## src/rtl/clkalm_pkg.sv

```systemverilog
package clkalm_pkg;
  localparam int unsigned NUM_IN = 4;
  typedef logic [NUM_IN-1:0] chan_vec_t;
  typedef enum logic [1:0] {
    VW_SHORT = 2'd0,
    VW_MED   = 2'd1,
    VW_LONG  = 2'd2,
    VW_MAX   = 2'd3
  } valwin_e;
endpackage

```

## src/rtl/clkalm_validator.sv

```systemverilog
module clkalm_validator #(
  parameter int unsigned VAL_CNT0 = 256,
  parameter int unsigned VAL_CNT1 = 1024,
  parameter int unsigned VAL_CNT2 = 4096,
  parameter int unsigned VAL_CNT3 = 16384
) (
  input  logic       clk,
  input  logic       rst_n,
  input  logic       tick,
  input  logic       los_in,
  input  logic       fos_in,
  input  logic [1:0] val_sel,
  output logic       los_hold,
  output logic       fos_hold
);
  import clkalm_pkg::*;
  // VAL_CNT3 is taken as the largest window
  localparam int unsigned CW = $clog2(VAL_CNT3);

  logic [CW-1:0] cnt_q;
  logic [CW-1:0] limit;
  logic          fault;
  logic          held;

  always_comb begin
    case (valwin_e'(val_sel))
      VW_SHORT: limit = CW'(VAL_CNT0 - 1);
      VW_MED:   limit = CW'(VAL_CNT1 - 1);
      VW_LONG:  limit = CW'(VAL_CNT2 - 1);
      default:  limit = CW'(VAL_CNT3 - 1);
    endcase
  end

  assign fault = los_in | fos_in;
  assign held  = los_hold | fos_hold;

  always_ff @(posedge clk or negedge rst_n) begin
    if (!rst_n) begin
      los_hold <= 1'b0;
      fos_hold <= 1'b0;
      cnt_q    <= '0;
    end else if (fault) begin
      if (los_in) los_hold <= 1'b1;
      if (fos_in) fos_hold <= 1'b1;
      cnt_q <= '0;
    end else if (held && tick) begin
      if (cnt_q >= limit) begin
        los_hold <= 1'b0;
        fos_hold <= 1'b0;
        cnt_q    <= '0;
      end else begin
        cnt_q <= cnt_q + 1'b1;
      end
    end
  end
endmodule

```

## src/rtl/clkalm_flags.sv

```systemverilog
module clkalm_flags
  import clkalm_pkg::*;
(
  input  logic      clk,
  input  logic      rst_n,
  input  chan_vec_t los_set,
  input  chan_vec_t fos_set,
  input  chan_vec_t los_clr,
  input  chan_vec_t fos_clr,
  input  chan_vec_t los_mask,
  input  chan_vec_t fos_mask,
  output chan_vec_t los_flag,
  output chan_vec_t fos_flag,
  output logic      irq_next,
  output logic      irq
);
  assign irq_next = |((los_flag & ~los_mask) | (fos_flag & ~fos_mask));

  always_ff @(posedge clk or negedge rst_n) begin
    if (!rst_n) begin
      los_flag <= '0;
      fos_flag <= '0;
      irq      <= 1'b0;
    end else begin
      los_flag <= (los_flag & ~los_clr) | los_set;
      fos_flag <= (fos_flag & ~fos_clr) | fos_set;
      irq      <= irq_next;
    end
  end
endmodule

```

## src/rtl/clkalm_pins.sv

```systemverilog
module clkalm_pins
  import clkalm_pkg::*;
(
  input  logic      clk,
  input  logic      rst_n,
  input  chan_vec_t los_hold,
  input  chan_vec_t fos_hold,
  input  logic      fos_en,
  input  logic      active_low,
  input  chan_vec_t pin_en,
  input  logic      int_pin_en,
  input  logic      irq_next,
  output chan_vec_t alarm_out,
  output chan_vec_t alarm_oe
);
  localparam int unsigned TAKEOVER = NUM_IN - 1;

  for (genvar i = 0; i < NUM_IN; i++) begin : g_pin
    logic alarm_lvl, drive, value;
    assign alarm_lvl = (los_hold[i] | (fos_en & fos_hold[i])) ^ active_low;
    if (i == TAKEOVER) begin : g_shared
      assign drive = pin_en[i] | int_pin_en;
      assign value = int_pin_en ? irq_next : alarm_lvl;
    end else begin : g_plain
      assign drive = pin_en[i];
      assign value = alarm_lvl;
    end
    always_ff @(posedge clk or negedge rst_n) begin
      if (!rst_n) begin
        alarm_out[i] <= 1'b0;
        alarm_oe[i]  <= 1'b0;
      end else begin
        alarm_out[i] <= drive & value;
        alarm_oe[i]  <= drive;
      end
    end
  end
endmodule

```

## src/rtl/clkalm_top.sv

```systemverilog
module clkalm_top #(
  parameter int unsigned VAL_CNT0 = 256,
  parameter int unsigned VAL_CNT1 = 1024,
  parameter int unsigned VAL_CNT2 = 4096,
  parameter int unsigned VAL_CNT3 = 16384
) (
  input  logic       clk,
  input  logic       rst_n,
  input  logic       tick,
  input  logic [3:0] raw_los,
  input  logic [3:0] raw_fos,
  input  logic [1:0] val_sel,
  input  logic       fos_en,
  input  logic       active_low,
  input  logic [3:0] pin_en,
  input  logic       int_pin_en,
  input  logic [3:0] los_mask,
  input  logic [3:0] fos_mask,
  input  logic [3:0] los_clr,
  input  logic [3:0] fos_clr,
  output logic [3:0] los_status,
  output logic [3:0] fos_status,
  output logic [3:0] los_flag,
  output logic [3:0] fos_flag,
  output logic       irq,
  output logic [3:0] alarm_out,
  output logic [3:0] alarm_oe
);
  import clkalm_pkg::*;
  logic irq_next;

  for (genvar i = 0; i < NUM_IN; i++) begin : g_chan
    clkalm_validator #(
      .VAL_CNT0(VAL_CNT0), .VAL_CNT1(VAL_CNT1),
      .VAL_CNT2(VAL_CNT2), .VAL_CNT3(VAL_CNT3)
    ) val_i (
      .clk(clk), .rst_n(rst_n), .tick(tick),
      .los_in(raw_los[i]), .fos_in(raw_fos[i]), .val_sel(val_sel),
      .los_hold(los_status[i]), .fos_hold(fos_status[i])
    );
  end

  clkalm_flags flags_i (
    .clk(clk), .rst_n(rst_n),
    .los_set(raw_los), .fos_set(raw_fos),
    .los_clr(los_clr), .fos_clr(fos_clr),
    .los_mask(los_mask), .fos_mask(fos_mask),
    .los_flag(los_flag), .fos_flag(fos_flag),
    .irq_next(irq_next), .irq(irq)
  );

  clkalm_pins pins_i (
    .clk(clk), .rst_n(rst_n),
    .los_hold(los_status), .fos_hold(fos_status),
    .fos_en(fos_en), .active_low(active_low),
    .pin_en(pin_en), .int_pin_en(int_pin_en), .irq_next(irq_next),
    .alarm_out(alarm_out), .alarm_oe(alarm_oe)
  );
endmodule

```

## config.mk

```make
export PLATFORM = sky130hd
export DESIGN_NAME = clkalm_top
export DESIGN_NICKNAME = d
export VERILOG_FILES = /design/src/rtl/clkalm_pkg.sv /design/src/rtl/clkalm_validator.sv /design/src/rtl/clkalm_flags.sv /design/src/rtl/clkalm_pins.sv /design/src/rtl/clkalm_top.sv
export SDC_FILE = /design/constraint.sdc
export NUM_CORES = 1
export LEC_CHECK = 0
export BUFFER_PORTS_ARGS = -buffer_cell sky130_fd_sc_hd__buf_2
export CAP_MARGIN = 20
export CORE_MARGIN = 1
export CORE_UTILIZATION = 24
export DETAILED_ROUTE_END_ITERATION = 10
export HOLD_SLACK_MARGIN = 0.08
export PLACE_DENSITY = 0.5
export SYNTH_ARGS = -nofsm -noshare
export SYNTH_HDL_FRONTEND = slang
export SYNTH_SLANG_ARGS = --single-unit
```

## constraint.sdc

```tcl
create_clock -name clk -period 4.5 [get_ports clk]
set_clock_uncertainty 0.2 [all_clocks]
set_input_delay 0.45 -clock clk [delete_from_list [all_inputs] [get_ports clk]]
set_output_delay 0.45 -clock clk [all_outputs]
set_load 0.02 [all_outputs]
```

==> results summary <==
The final-layout setup total negative slack came out at 0 ns. The run finished with clean final reports. The count of nets left with antenna violations after detail routing came out at 0. The number of buffers and inverters on the critical path is 2. The initial core utilization is 0.244. The placeable core region is 18,600 um2.

By startpoint and endpoint, the worst setup path is classified as in2reg. The detailed-route DRC error count is 0. The power density over the cells came out at 317 nW/um2. Clock tree synthesis found a total of 81 sinks. In this run the vertical extent of the chip is 140 um. The final core utilization came out at 0.296. The final hold violation count came out at 0. By instance count, the cell type seen most on the critical path is a21oi_1. The setup fix buffers added after clock tree synthesis is 0.

The clock transition at the registers of the reported paths is 0.06 ns. The class of the tightest hold or removal check is in2reg. Timing would allow up to 0.375 GHz.

TritonCTS built the clock tree. The violation count after the first detailed-route iteration is 320. Summing all flip-flop and latch instances after layout gives 2030 um2. The total of endpoints with negative setup slack in the final report came out at 0. The top-level I/O count is 61. The cell count after synthesis is 484.

The worst setup path is captured at a flip-flop. The wire length per cell is 15.2 um. The area growth from synthesis to layout is 21.2%. The element type at the critical path start is a primary input. The family with the most delay on the worst path is compound AO/OA/AOI/OAI gates. The library cell occupying the most area in the post-synthesis netlist is dfrtp_1. At the worst endpoint, the required time is 4.56 ns. The number of nets in the synthesized netlist came out at 540. The final wirelength is 11.9 mm. The share of the Yosys chip area taken by registers is 0.445. The first global-routing pass estimated 19.5 mm of wire. The critical path goes through buf_2 -> nand2_1 -> ha_1 -> a21oi_1 -> o211ai_1 -> a21oi_1 -> buf_4 -> a41oi_1 -> a31oi_1. After filler insertion, the fill cell instance count of the layout stands at 1,943. The largest voltage drop on the vdd net came out at 156 uV. The share of cells above drive strength 1 came out at 0.178. For this run the aggregate overflow at the end of global routing stands at 0. The share of async-settable or async-resettable flops after synthesis came out at 1.00.

After synthesis, the most frequently instantiated cells are 81 x dfrtp_1, 35 x a31oi_1, 34 x nand2_1. At the pin with the least slew margin, the transition time is 0.765 ns. The total routing resource utilization after global routing came out at 0.126. The clock insertion delay at the later pin of the skew report came out at 0.34 ns. Setup repair after global routing left no endpoint under its margin. The final net count came out at 602.

The final antenna diode count is 0. The multi-input combinational cells in the finished layout cover a total of 2330 um2. The netlist area before placement is 4550 um2. For this run, the slowest stage of the critical path takes 0.63 ns. Along the worst path, the maximum fanout reaches 12. The via count of the first global-routing pass is 3,906. The post-route worst hold slack is 0.0925 ns.

The number of pins with negative max-slew slack in the final report is 0. The cell sitting at the root of the clock tree is a clkbuf_16. The largest net degree at the start of global routing came out at 82. CTS built an H-tree with a depth of 3. The weighted congestion reported at the end of routability-driven placement came out at 0.837. The ratio of final minimum period to clock period is 0.593. The total die area came out at 19,500 um2.

The synthesis-stage register bit count is 81. By instance count, the leading cell after synthesis is dfrtp_1. The number of buffers added to fix hold violations after cts is 10.

The most common flop cell mapped by yosys is dfrtp_1. The number of buffers added by the clock tree synthesis step came out at 9. For this run, the number of Yosys warnings is 0.

The detailed router placed 3,973 vias in this run. Using the TritonRoute via totals, the vias-per-cell ratio works out to 5.06. The share of synthesized area in the top cell type comes to 0.445. The initial antenna violation count was 0. The max-cap check violation count came out at 0. The data arrival time of the critical path came out at 2.73 ns. Summed over all nets, the half-perimeter wirelength after detailed placement is 8.60 mm. The mean instance size in the synthesized netlist is 9.41 um2. The count of cell types in the netlist is 53. Counting flops with a built-in enable in the synthesized netlist gives 0.

Ranked by total cell area, the synthesized netlist is headed by dfrtp_1 45%, ha_1 5.5%, a31oi_1 4.8%, nand3_1 3.0%, xnor2_1 2.9%. The maximum buffer depth of the clock tree came out at 2. The smallest clock period supported by the final layout is computed as 2.67 ns. The total iterations of the first detailed-routing run came out at 5.

The initialized floorplan defines 50 standard-cell rows. The worst-path cell with the longest stage delay is a21oi_1. The width of the die is 140 um. The count of buffers from port buffering is 60.

For this design the static power due to leakage is 2.29 nW. The worst max-slew margin expressed relative to the limit came out at 0.490. The number of gates resized after CTS is 0.
==> metrics by stage <==
step | total power, W | instances | setup WS [ns] | area [um2]
floorplan | 0.000832 | 484 | 2.07 | 4550
global placement | 0.000896 | 756 | 1.36 | 5030
detailed placement | 0.000900 | 756 | 1.26 | 5030
CTS | 0.00177 | 782 | 1.61 | 5470
global route | 0.00182 | 785 | 1.60 | 5520
finish | 0.00175 | 785 | 1.83 | 5520
==> power by group <==
group / internal (W) / total (W) / switching (W) / leakage [nW]
Clock: 0.000555 / 0.000857 / 0.000302 / 0.172
Sequential: 0.000740 / 0.000746 / 0.00000596 / 1.04
Combinational: 0.0000527 / 0.000149 / 0.0000963 / 1.08
==> registers in the layout (all words and copies together), names as in the netlist <==
| signal | count |
|---|---|
| g_chan.val_i.los_hold | 4 |
| pins_i.alarm_out | 4 |
| g_chan.val_i.cnt_q | 56 |
| flags_i.irq | 1 |
| g_chan.val_i.fos_hold | 4 |
| flags_i.fos_flag | 4 |
| pins_i.alarm_oe | 4 |
| flags_i.los_flag | 4 |
==> logic make-up after synthesis <==
kind of cell / share of synthesized area
compound gates: 0.201
flops: 0.445
fa+ha+maj: 0.0549
xor+xnor: 0.0462
simple gates: 0.210
buf+inv: 0.0429
==> metal layers <==
metal | wire length (um) | track usage | vias to the layer above | part of all wire
li1 | - | - | 1923 | -
met1 | 5350 | 0.157 | 1958 | 0.45
met2 | 5910 | 0.206 | 69 | 0.50
met3 | 378 | 0.0296 | 23 | 0.032
met4 | 256 | 0.0596 | 0 | 0.022
met5 | 0 | 0 | - | 0
==> layout by cell type (no fill, tap or decap), drive strengths merged, types with 4 or more instances in the layout <==
cell type	instances
xor2	9
a211oi	4
and2	8
a31oi	35
nor2	41
nand2b	10
a21oi	27
o21ai	20
clkbuf	10
and3	13
nor3	7
o311ai	4
xnor2	15
or2	4
ha	20
o21bai	8
buf	63
nand3b	5
dfrtp	81
inv	18
dlygate4sd3	11
o21a	5
a21o	4
and4	6
o22ai	8
nand4	17
nand3	27
nand2	34
==> cell type report <==
cell class                      instances  share of cell area
Multi-Input combinational cell        362               0.423
Sequential cell                        81               0.367
Timing Repair Buffer                   74              0.0825
Tap cell                              234              0.0530
Clock buffer                           10              0.0433
Clock inverter                          6              0.0190
Inverter                               18              0.0122
==> worst paths after layout <==
kind	end	cells past startpoint	slack, ns	startpoint
setup / recovery	g_chan[0].val_i.cnt_q[12]	9	1.83	val_sel[1]
hold / removal	flags_i.los_flag[1]	2	0.09	los_clr[1]
setup reg to reg	g_chan[1].val_i.cnt_q[0]	6	1.92	g_chan[1].val_i.cnt_q[12]
hold reg to reg	g_chan[0].val_i.cnt_q[7]	1	0.31	g_chan[0].val_i.cnt_q[7]
max in group asynchronous	g_chan[3].val_i.cnt_q[10]	3	3.15	rst_n
min in group asynchronous	g_chan[2].val_i.cnt_q[3]	2	0.33	rst_n
No activity file was read; power rests on OpenSTA's default activity.
